File: src/rtl/i2c_mon_pkg.sv
package i2c_mon_pkg;

  typedef enum logic [3:0] {
    EV_START   = 4'd0,
    EV_RSTART  = 4'd1,
    EV_STOP    = 4'd2,
    EV_ACK     = 4'd3,
    EV_NACK    = 4'd4,
    EV_ADDR_RD = 4'd5,
    EV_ADDR_WR = 4'd6,
    EV_DATA_RD = 4'd7,
    EV_DATA_WR = 4'd8
  } evCode_e;

  typedef enum logic [1:0] {
    PAY_NONE = 2'd0,
    PAY_ADDR = 2'd1,
    PAY_DATA = 2'd2
  } paySel_e;

  // strobes from control to datapath
  typedef struct packed {
    logic    shiftBit;
    logic    clearByte;
    logic    latchDir;
    logic    clearDir;
    paySel_e paySel;
  } dpCtl_t;

endpackage

File: src/rtl/i2c_mon_linefilt.sv
module i2c_mon_linefilt #(
  parameter int   FILT_LEN = 3,
  parameter logic IDLE_LVL = 1'b1
) (
  input  logic clk,
  input  logic rst,
  input  logic lineIn,
  output logic lineLvl,
  output logic lineRise,
  output logic lineFall
);
  localparam int CW = $clog2(FILT_LEN + 1);

  logic [1:0]    syncQ;
  logic          lvlQ;
  logic          prevQ;
  logic [CW-1:0] runCnt;

  always_ff @(posedge clk) begin
    if (rst) begin
      syncQ  <= {2{IDLE_LVL}};
      lvlQ   <= IDLE_LVL;
      prevQ  <= IDLE_LVL;
      runCnt <= '0;
    end else begin
      syncQ <= {syncQ[0], lineIn};
      prevQ <= lvlQ;
      if (syncQ[1] == lvlQ) begin
        runCnt <= '0;
      end else if (runCnt == CW'(FILT_LEN - 1)) begin
        lvlQ   <= syncQ[1];
        runCnt <= '0;
      end else begin
        runCnt <= runCnt + 1'b1;
      end
    end
  end

  assign lineLvl  = lvlQ;
  assign lineRise = lvlQ & ~prevQ;
  assign lineFall = ~lvlQ & prevQ;

endmodule

File: src/rtl/i2c_mon_datapath.sv
module i2c_mon_datapath
  import i2c_mon_pkg::*;
#(
  parameter int BYTE_W = 8
) (
  input  logic              clk,
  input  logic              rst,
  input  dpCtl_t            ctl,
  input  logic              sdaLvl,
  input  logic              addrShifted,
  output logic              byteLast,
  output logic              dirRead,
  output logic [BYTE_W-1:0] evData
);
  localparam int CNT_W = $clog2(BYTE_W);

  logic [BYTE_W-2:0] shReg;
  logic [CNT_W-1:0]  bitCnt;
  logic [BYTE_W-1:0] fullByte;
  logic [BYTE_W-1:0] payNext;

  assign byteLast = (bitCnt == CNT_W'(BYTE_W - 1));
  assign fullByte = {shReg, sdaLvl};

  always_comb begin
    unique case (ctl.paySel)
      PAY_ADDR: payNext = addrShifted ? (fullByte >> 1) : fullByte;
      PAY_DATA: payNext = fullByte;
      default:  payNext = '0;
    endcase
  end

  always_ff @(posedge clk) begin
    if (rst) begin
      shReg   <= '0;
      bitCnt  <= '0;
      dirRead <= 1'b0;
      evData  <= '0;
    end else begin
      evData <= payNext;
      if (ctl.clearByte || (ctl.shiftBit && byteLast)) begin
        shReg  <= '0;
        bitCnt <= '0;
      end else if (ctl.shiftBit) begin
        shReg  <= {shReg[BYTE_W-3:0], sdaLvl};
        bitCnt <= bitCnt + 1'b1;
      end
      if (ctl.clearDir)      dirRead <= 1'b0;
      else if (ctl.latchDir) dirRead <= sdaLvl;
    end
  end

endmodule

File: src/rtl/i2c_mon_control.sv
module i2c_mon_control
  import i2c_mon_pkg::*;
(
  input  logic       clk,
  input  logic       rst,
  input  logic       sclRise,
  input  logic       sclLvl,
  input  logic       sdaRise,
  input  logic       sdaFall,
  input  logic       sdaLvl,
  input  logic       byteLast,
  input  logic       dirRead,
  output dpCtl_t     ctl,
  output logic       evValid,
  output logic [3:0] evCode
);
  typedef enum logic [1:0] {ST_IDLE, ST_BITS, ST_ACK} state_e;

  state_e  state, nState;
  logic    isAddr, nIsAddr;
  logic    repFlag, nRep;
  logic    vNext;
  evCode_e cNext;
  logic    startCond, stopCond;

  assign startCond = sclLvl & sdaFall;
  assign stopCond  = sclLvl & sdaRise;

  always_comb begin
    ctl     = '0;
    nState  = state;
    nIsAddr = isAddr;
    nRep    = repFlag;
    vNext   = 1'b0;
    cNext   = EV_START;
    unique case (state)
      ST_IDLE: begin
        if (startCond) begin
          vNext         = 1'b1;
          cNext         = repFlag ? EV_RSTART : EV_START;
          nState        = ST_BITS;
          nIsAddr       = 1'b1;
          nRep          = 1'b1;
          ctl.clearByte = 1'b1;
          ctl.clearDir  = 1'b1;
        end
      end
      ST_BITS: begin
        if (sclRise) begin
          ctl.shiftBit = 1'b1;
          if (byteLast) begin
            vNext  = 1'b1;
            nState = ST_ACK;
            if (isAddr) begin
              ctl.latchDir = 1'b1;
              ctl.paySel   = PAY_ADDR;
              cNext        = sdaLvl ? EV_ADDR_RD : EV_ADDR_WR;
            end else begin
              ctl.paySel = PAY_DATA;
              cNext      = dirRead ? EV_DATA_RD : EV_DATA_WR;
            end
          end
        end else if (startCond) begin
          vNext         = 1'b1;
          cNext         = repFlag ? EV_RSTART : EV_START;
          nIsAddr       = 1'b1;
          nRep          = 1'b1;
          ctl.clearByte = 1'b1;
          ctl.clearDir  = 1'b1;
        end else if (stopCond) begin
          vNext         = 1'b1;
          cNext         = EV_STOP;
          nState        = ST_IDLE;
          nRep          = 1'b0;
          ctl.clearByte = 1'b1;
          ctl.clearDir  = 1'b1;
        end
      end
      ST_ACK: begin
        if (sclRise) begin
          vNext   = 1'b1;
          cNext   = sdaLvl ? EV_NACK : EV_ACK;
          nState  = ST_BITS;
          nIsAddr = 1'b0;
        end else if (stopCond) begin
          vNext         = 1'b1;
          cNext         = EV_STOP;
          nState        = ST_IDLE;
          nRep          = 1'b0;
          ctl.clearByte = 1'b1;
          ctl.clearDir  = 1'b1;
        end
      end
      default: nState = ST_IDLE;
    endcase
  end

  always_ff @(posedge clk) begin
    if (rst) begin
      state   <= ST_IDLE;
      isAddr  <= 1'b0;
      repFlag <= 1'b0;
      evValid <= 1'b0;
      evCode  <= 4'd0;
    end else begin
      state   <= nState;
      isAddr  <= nIsAddr;
      repFlag <= nRep;
      evValid <= vNext;
      evCode  <= vNext ? cNext : 4'd0;
    end
  end

endmodule

File: src/rtl/i2c_listen_monitor.sv
module i2c_listen_monitor
  import i2c_mon_pkg::*;
#(
  parameter int FILT_LEN = 3,
  parameter int BYTE_W   = 8
) (
  input  logic              clk,
  input  logic              rst,
  input  logic              sclIn,
  input  logic              sdaIn,
  input  logic              addrShifted,
  output logic              evValid,
  output logic [3:0]        evCode,
  output logic [BYTE_W-1:0] evData
);
  localparam int N_LINES = 2;  // index 0: clock line, 1: data line

  logic [N_LINES-1:0] pinVec, lvlVec, riseVec, fallVec;
  dpCtl_t ctl;
  logic   byteLast, dirRead;

  assign pinVec = {sdaIn, sclIn};

  for (genvar g = 0; g < N_LINES; g++) begin : g_line
    i2c_mon_linefilt #(.FILT_LEN(FILT_LEN), .IDLE_LVL(1'b1)) u_filt (
      .clk     (clk),
      .rst     (rst),
      .lineIn  (pinVec[g]),
      .lineLvl (lvlVec[g]),
      .lineRise(riseVec[g]),
      .lineFall(fallVec[g])
    );
  end

  i2c_mon_control u_ctrl (
    .clk     (clk),
    .rst     (rst),
    .sclRise (riseVec[0]),
    .sclLvl  (lvlVec[0]),
    .sdaRise (riseVec[1]),
    .sdaFall (fallVec[1]),
    .sdaLvl  (lvlVec[1]),
    .byteLast(byteLast),
    .dirRead (dirRead),
    .ctl     (ctl),
    .evValid (evValid),
    .evCode  (evCode)
  );

  i2c_mon_datapath #(.BYTE_W(BYTE_W)) u_dp (
    .clk        (clk),
    .rst        (rst),
    .ctl        (ctl),
    .sdaLvl     (lvlVec[1]),
    .addrShifted(addrShifted),
    .byteLast   (byteLast),
    .dirRead    (dirRead),
    .evData     (evData)
  );

  logic unusedFall;
  assign unusedFall = fallVec[0] | riseVec[1] & 1'b0;

endmodule

File: config.mk
export PLATFORM = sky130hd
export DESIGN_NAME = i2c_listen_monitor
export DESIGN_NICKNAME = d
export VERILOG_FILES = /design/src/rtl/i2c_mon_pkg.sv /design/src/rtl/i2c_mon_linefilt.sv /design/src/rtl/i2c_mon_datapath.sv /design/src/rtl/i2c_mon_control.sv /design/src/rtl/i2c_listen_monitor.sv
export SDC_FILE = /design/constraint.sdc
export NUM_CORES = 1
export LEC_CHECK = 0
export CAP_MARGIN = 40
export CORE_ASPECT_RATIO = 0.6
export CORE_UTILIZATION = 48
export CTS_BUF_LIST = sky130_fd_sc_hd__clkbuf_8
export CTS_CLUSTER_DIAMETER = 200
export DETAILED_ROUTE_END_ITERATION = 6
export PLACE_DENSITY = 0.69
export SYNTH_ARGS = -nofsm -noshare
export SYNTH_HDL_FRONTEND = slang
export SYNTH_HIERARCHICAL = 1
export SYNTH_SLANG_ARGS = --single-unit
File: constraint.sdc
create_clock -name clk -period 2.8 [get_ports clk]
set_input_delay 0.56 -clock clk [delete_from_list [all_inputs] [get_ports clk]]
set_output_delay 0.56 -clock clk [all_outputs]
set_load 0.05 [all_outputs]
# Yosys cells after proc, flatten, opt, wreduce, memory -nomap -nowiden
# Index checks and enable logic that the tools add are counted.
# Widths: inputs -> output; s select.
op_classes:
  bitwise: 11
  reduce_logical: 14
  add_sub_neg: 3
  muxes: 51
  eq_ne: 15
ops:
  columns: ["op", "count"]
  rows:
  - ["$mux 4", 7]
  - ["$mux 2", 12]
  - ["$mux 1", 23]
  - ["$pmux 8 s2", 1]
  - ["$pmux 1 s3", 4]
  - ["$pmux 4 s3", 1]
  - ["$eq 2x2->1 const B", 4]
  - ["$mux 8", 1]
  - ["$ne 2x2->1 const B", 3]
  - ["$not 1->1", 6]
  - ["$pmux 2 s3", 1]
  - ["$reduce_and 3->1", 2]
  - ["$reduce_or 2->1", 3]
  - ["$reduce_or 3->1", 2]
  - ["$and 1x1->1", 5]
  - ["$add 2x1->2 const B", 2]
  - ["$eq 2x1->1 const B", 2]
  - ["$reduce_and 2->1", 2]
  - ["$reduce_and 4->1", 1]
  - ["$add 3x1->3 const B", 1]
  - ["$eq 3x3->1 const B", 1]
  - ["$mux 3", 1]
  - ["$ne 3x2->1 const B", 1]
  - ["$ne 3x3->1 const B", 1]
  - ["6 further kinds", 7]
word_totals:
  output_inout_bits: 13
  reg_bits: 40

# Depth between registers and ports, before layout
# Gate-level depths: netlist of the first run.
depth:
  word_depth: 9
  depth_mapped: 11
  depth_no_buf: 9

# Hierarchy
# Netlist of the first run, hierarchy kept.
modules_own_cells:
  columns: ["mod", "cells_each", "area_each_um2", "instances"]
  rows:
  - ["i2c_mon_control", 89, 719.4, 1]
  - ["i2c_mon_datapath", 63, 714.4, 1]
  - ["i2c_mon_linefilt", 18, 205.2, 2]

# Worst setup path after synthesis of the first run
# OpenSTA, ideal clock, no wires.
synth_timing:
  path_type: "register -> register"
  from: "register g_line[0].u_filt.lvlQ"
  to: "register u_dp.evData[6]"
  arrival_ps: 1927
  setup_time_ps: 117
  path_stages_with_launch: 11
  required_ps: 2683
  synth_period_minus_slack_ps: 2044
  path_buffers: 2
  setup_slack_ps: 756
  cell_sequence: "dfxtp_1 > nor2b_1 > buf_6 > nand3_4 > nor2_1 > inv_1 > ha_1 > nor2_1 > and3_1 > buf_6 > a22o_1"
synth_lines:
  columns: ["element", "line", "text"]
  rows:
  - ["start: declaration", "i2c_mon_linefilt.sv:15", "logic lvlQ;"]
  - ["start signal: assignment", "i2c_mon_linefilt.sv:31", "lvlQ <= syncQ[1];"]
  - ["end signal: assignment", "i2c_mon_datapath.sv:40", "evData <= payNext;"]
  - ["end: declaration", "i2c_mon_datapath.sv:13", "output logic [BYTE_W-1:0] evData"]

==> metrics.txt, run 1 <==
Period Utilization, post-route 0.886; layout net count 218; DIE AREA 0.00409 sq mm; cells along the critical path ha_1 > nand3_4 > nor2_1 > inv_1 > ha_1 > nor2_1 > and3_1 > a22o_1; routed len/inst 14.5 microns; LEAKAGE 0.751 nW; Mean Syn Cell Area 9.82 sq um; crit end category flip-flop; FF+latch area 801 sq um; CP Class reg -> reg; worst reg2reg path depth 8; DRT antenna net count 0; CP max-delay cell ha_1; Hold WS 0.418 ns; clock skew 0.00531 ns; Final min period 2.48 ns; Post-Syn Instances 187; relative slew slack 0.594; Multi-input gate area 913 sq um; I/O Pins 18; number of global-route vias before repair 1292; setup_tns 0 ns; global-route wire length before repair 6280 microns; initial antenna violation count 0; DIE HEIGHT 49.9 microns; Clock transition at path regs 0.07 ns; P_sw 0.252 mW; total global routing overflow 0; drt pass-1 iters 4; Longest Clk Path Bufs 2; DRC 0; hpwl dp 2630 microns; vias per cell 5.49; layout cells sized above 1 0.0833; RSZ-0062 raised after global routing false; internal power 0.881 mW; fmax 0.403 GHz; # port buffers 17; power share of the clock group 0.392; Hold Path Depth 1; First DRT Iteration DRCs 69; # hold bufs at CTS 0; PD cells 537 mW/mm^2; Total Routing Usage GR 0.206; Slowest Stage Delay on Critical Path 0.49 ns; CTS H-Tree Depth 2; Worst EP required 3.02 ns; pin count of the biggest net entering global routing 15; clock sink count 40; cts repair resizes 0; clk root buf clkbuf_8; WP data arrival 2.70 ns; routability cong. 0.851; switch share 0.222; Worst IR Drop VDD 0.000293 V; Worst Slack Setup Final 0.318 ns; standard-cell rows 16; combinational group share of total power 0.086; Routed WL 3600 microns; Worst Path Buf+Inv 1; initial core utilization 0.533; Flop pwr share 0.522; worst hold path type reg -> reg; Post-Syn Area 0.00184 sq mm; Diodes inserted 0; total number of vias 1366; clk_lat worst skew 0.28 ns; Area Overhead vs Synth 15.0%; most frequent cells in the layout dfxtp_1, clkdlybuf4s50_1, nor2_1; delay-heaviest family, CP simple AND/OR/NAND/NOR gates; Max Slew Vio Count 0; CTS tree built; core area 0.00344 sq mm; Crit path depth 8; Worst setup SP type flip-flop; # fillers 301; Post-Place Setup Slack 0.385 ns; Overall Power 1.13 mW; Yosys warnings 6; CTS buffer count 5; final number of setup-violating endpoints 0; Die W 81.9 microns; nets in the synthesized netlist 202; Tightest Pin Transition 0.608 ns; most common cell after layout, fill and taps aside dfxtp_1; # Post-CTS Setup Buffers 0; number of max-cap violations 0; status completed; crit path max fanout 10; Fin. Hold Viols 0
==> power groups by stage <==
stage                     sequential (mW)  clock [mW]  combinational (mW)
final                               0.592       0.444              0.0977
after global routing                0.594       0.491               0.107
after detailed placement            0.605           0              0.0970
after CTS                           0.591       0.454              0.0968
after global placement              0.603           0              0.0928
after floorplan                     0.602           0              0.0783
==> state kept, by name, indices dropped and copies added, names as in the netlist <==
| register | cells |
|---|---|
| u_ctrl/evValid | 1 |
| u_ctrl/isAddr | 1 |
| g_line.u_filt/syncQ | 4 |
| u_ctrl/repFlag | 1 |
| u_dp/bitCnt | 3 |
| g_line.u_filt/runCnt | 4 |
| u_ctrl/evCode | 4 |
| u_dp/evData | 8 |
| g_line.u_filt/prevQ | 2 |
| u_ctrl/state | 2 |
| u_dp/dirRead | 1 |
| g_line.u_filt/lineLvl | 2 |
| u_dp/shReg | 7 |
==> path summary, 6_finish.rpt <==
kind                                         from  slack (ns)                                    to
min          g_line[1].u_filt/syncQ[0]$_SDFF_PP1_        0.42  g_line[1].u_filt/syncQ[1]$_SDFF_PP1_
min reg2reg  g_line[1].u_filt/syncQ[0]$_SDFF_PP1_        0.42  g_line[1].u_filt/syncQ[1]$_SDFF_PP1_
max reg2reg          u_ctrl/state[0]$_SDFFE_PP0P_        0.32             u_dp/evData[4]$_SDFF_PP0_
max                  u_ctrl/state[0]$_SDFFE_PP0P_        0.32             u_dp/evData[4]$_SDFF_PP0_
==> worst register-to-register path, cell delays in order (launching register included) <==
cell and delay, ns:
dfxtp_1 0.43, ha_1 0.49, nand3_4 0.16, nor2_1 0.28, inv_1 0.10, ha_1 0.31
nor2_1 0.13, and3_1 0.33, a22o_1 0.19
==> routing by layer <==
layer | up-vias | share of wire | global-route usage
met1 | 622 | 0.49 | 0.297
met3 | 5 | 0.063 | 0.0611
li1 | 686 | - | -
met5 | - | 0 | 0
met4 | 0 | 0.0064 | 0.0497
met2 | 53 | 0.44 | 0.296
==> stage by stage <==
step                      instance area, sq um   util  std cells
after floorplan                           1840      -        187
after global placement                    2000  0.582        241
after detailed placement                  2000  0.582        241
after CTS                                 2110  0.613        249
after global routing                      2110  0.613        249
final                                     2110  0.613        249
==> layout make-up <==
cell class	instances	area share
inverters	11	0.0195
flip-flops and latches	40	0.379
clock buffers	5	0.0326
multi-input cells	125	0.432
clock inverters	3	0.0184
repair buffers	20	0.0912
well taps	45	0.0267
(Power assumes the default switching activity.)
==> run 2, diff against run 1 <==
--- a/config.mk
+++ b/config.mk
@@ -14,5 +14,4 @@
 export PLACE_DENSITY = 0.69
 export SYNTH_ARGS = -nofsm -noshare
 export SYNTH_HDL_FRONTEND = slang
-export SYNTH_HIERARCHICAL = 1
 export SYNTH_SLANG_ARGS = --single-unit
==> run 2 against run 1 <==
Utilization grew 0.18 points. Clock-buffer cell count did not move. Largest power group unchanged. Area after synthesis is 1.4% lower. Sequential share of layout area increased by 0.11 points. Global-route usage is 0.81 points higher. Setup slack improved by 0.32 ns. Via count increased by 4.8%. Register-to-register slack better by 0.32 ns. Cell area down 0.30%. Clock skew hardly changed. Largest cell class unchanged. Non-clock buffer count fell by 1.
==> metrics.txt, run 2 <==
worst r2r src u_ctrl.state[1]$_SDFFE_PP0P_; DRT antenna net count 0; fin util 0.615; Hold Path Depth 1; crit path max fanout 15; worst reg2reg path depth 7; clk root buf clkbuf_8; most common cell in the netlist dfxtp_1; RR Endpoint u_ctrl.evCode[0]$_SDFF_PP0_; final number of setup-violating endpoints 0; met2 usage 0.306; met3 Resource Use GR 0.0630; WP data arrival 2.31 ns; Hold Startpoint g_line[0].u_filt.runCnt[0]$_SDFF_PP0_; core area 0.00342 sq mm; Worst EP required 2.95 ns; Max Slew Vio Count 0; DIE HEIGHT 49.6 microns; total global routing overflow 0; most common cell after layout, fill and taps aside dfxtp_1; Placed Cells incl. Taps 250; clock sink count 40; Worst IR Drop VDD 0.000295 V; # port buffers 17; Period Utilization, post-route 0.773; Design Area, Final 0.00211 sq mm; DRC 0; crit end category flip-flop; layout net count 227; post-placement cell area 0.00199 sq mm; post-synth top area share 0.442; met1 usage 0.313; Total Routing Usage GR 0.214; pin count of the biggest net entering global routing 16; drt pass-1 iters 4; PD cells 512 mW/mm^2; layout cells sized above 1 0.131; standard-cell rows 16; routability cong. 0.856; worst hold path type reg -> reg; Synth area leader dfxtp_1; clk_lat worst skew 0.30 ns; Routed WL 3780 microns; flops & latches, synth 40; Worst setup SP type flip-flop; nets in the synthesized netlist 212; Yosys warnings 0; number of flops mapped to enable cells by yosys 0; hpwl dp 2800 microns; vias per cell 5.55; Netlist cell types 42; Mean Syn Cell Area 9.19 sq um; Synth top cells by count dfxtp_1, nor2_1, nand2_1; most frequent cells in the layout dfxtp_1, nor2_1, clkdlybuf4s50_1; Post-Place Setup Slack 0.680 ns; prevailing post-synth register cell dfxtp_1; RSZ-0062 raised after global routing false; # hold bufs at CTS 0; # fillers 300; Tightest Pin Transition 0.868 ns; ranking of synthesized cells by area dfxtp_1, ha_1, nor2_1; # Post-CTS Setup Buffers 0; Diodes inserted 0; Clock transition at path regs 0.08 ns; CTS buffer count 5; R2R setup slack 0.63 ns; I/O Pins 18; fmax 0.462 GHz; Die W 81.3 microns; non-filler cells, final 258; setup_tns 0 ns; Post-Syn Area 0.00181 sq mm; Longest Clk Path Bufs 2; Fin. Hold Viols 0; Largest register FFs 8; CP Class reg -> reg; total number of vias 1432; biggest regs u_dp.evData (8), u_dp.shReg (7); DIE AREA 0.00403 sq mm; Final min period 2.17 ns; Area Overhead vs Synth 16.3%; routed len/inst 14.6 microns; Biggest register u_dp.evData; worst hold endpoint g_line[0].u_filt.runCnt[0]$_SDFF_PP0_; Post-Syn Instances 197; cts repair resizes 0; number of global-route vias before repair 1334; global-route wire length before repair 6420 microns; initial core utilization 0.529; clock skew 0.00561 ns; number of max-cap violations 0; Most Crowded Layer GR met1; CTS tree built; CTS H-Tree Depth 2; initial antenna violation count 0; Seq/Total Area, Yosys 0.442; status completed; relative slew slack 0.420; Worst Slack Setup Final 0.635 ns; LEAKAGE 0.799 nW; First DRT Iteration DRCs 88; Synth async-reset ratio 0
run 2: cell type report:
class | count | area, sq um | share of cell area
multi-input combinational | 134 | 903 | 0.429
sequential | 40 | 801 | 0.380
timing repair buffer | 19 | 185 | 0.0879
clock buffer | 5 | 68.8 | 0.0327
tap | 45 | 56.3 | 0.0267
clock inverter | 3 | 46.3 | 0.0220
inverter | 12 | 45.0 | 0.0214
run 2: kinds of logic after synthesis:
logic type	count (synthesis)	synth area share
compound gates	47	0.197
xor+xnor	2	0.00968
fa+ha+maj	10	0.0691
buf+inv	23	0.0587
flops	40	0.442
mux	4	0.0228
simple gates	71	0.200
run 2: worst max-delay path by stage:
stage               cells after the start                          from  slack (ns)                           to
global route                            7  u_ctrl.state[1]$_SDFFE_PP0P_        0.47  u_ctrl.evCode[0]$_SDFF_PP0_
CTS                                     7  u_ctrl.state[1]$_SDFFE_PP0P_        0.68  u_ctrl.evCode[0]$_SDFF_PP0_
detailed placement                      7  u_ctrl.state[1]$_SDFFE_PP0P_        0.68  u_ctrl.evCode[0]$_SDFF_PP0_
floorplan                               9  u_ctrl.state[1]$_SDFFE_PP0P_        0.86    u_dp.evData[0]$_SDFF_PP0_
finish                                  7  u_ctrl.state[1]$_SDFFE_PP0P_        0.63  u_ctrl.evCode[0]$_SDFF_PP0_
global placement                        7  u_ctrl.state[1]$_SDFFE_PP0P_        0.74  u_ctrl.evCode[2]$_SDFF_PP0_
run 2: per-layer routing:
layer,vias to the layer above,share of wire
met4,0,0.0053
met1,652,0.51
met5,-,0
li1,720,-
met2,58,0.41
met3,2,0.074
run 2: metrics by stage:
stage	hold slack (ns)	power, mW
after floorplan	0.389	0.602
after global placement	0.393	0.611
after detailed placement	0.404	0.611
after CTS	0.416	1.08
after global routing	0.430	1.12
final	0.414	1.08
run 2: where the power goes:
group	total, mW	leakage (nW)	switching [mW]	internal [mW]
logic	0.0241	0.421	0.0128	0.0112
clock network	0.481	0.0548	0.213	0.268
registers	0.574	0.323	0.00187	0.572
total	1.08	0.799	0.228	0.852
run 2: critical path, cell delays in order (launching register included):
cell and delay, ns:
dfxtp_1 0.38, inv_1 0.10, ha_1 0.25, buf_4 0.22, a21oi_1 0.23, nor2_1 0.11
o31ai_1 0.61, a31oi_1 0.13
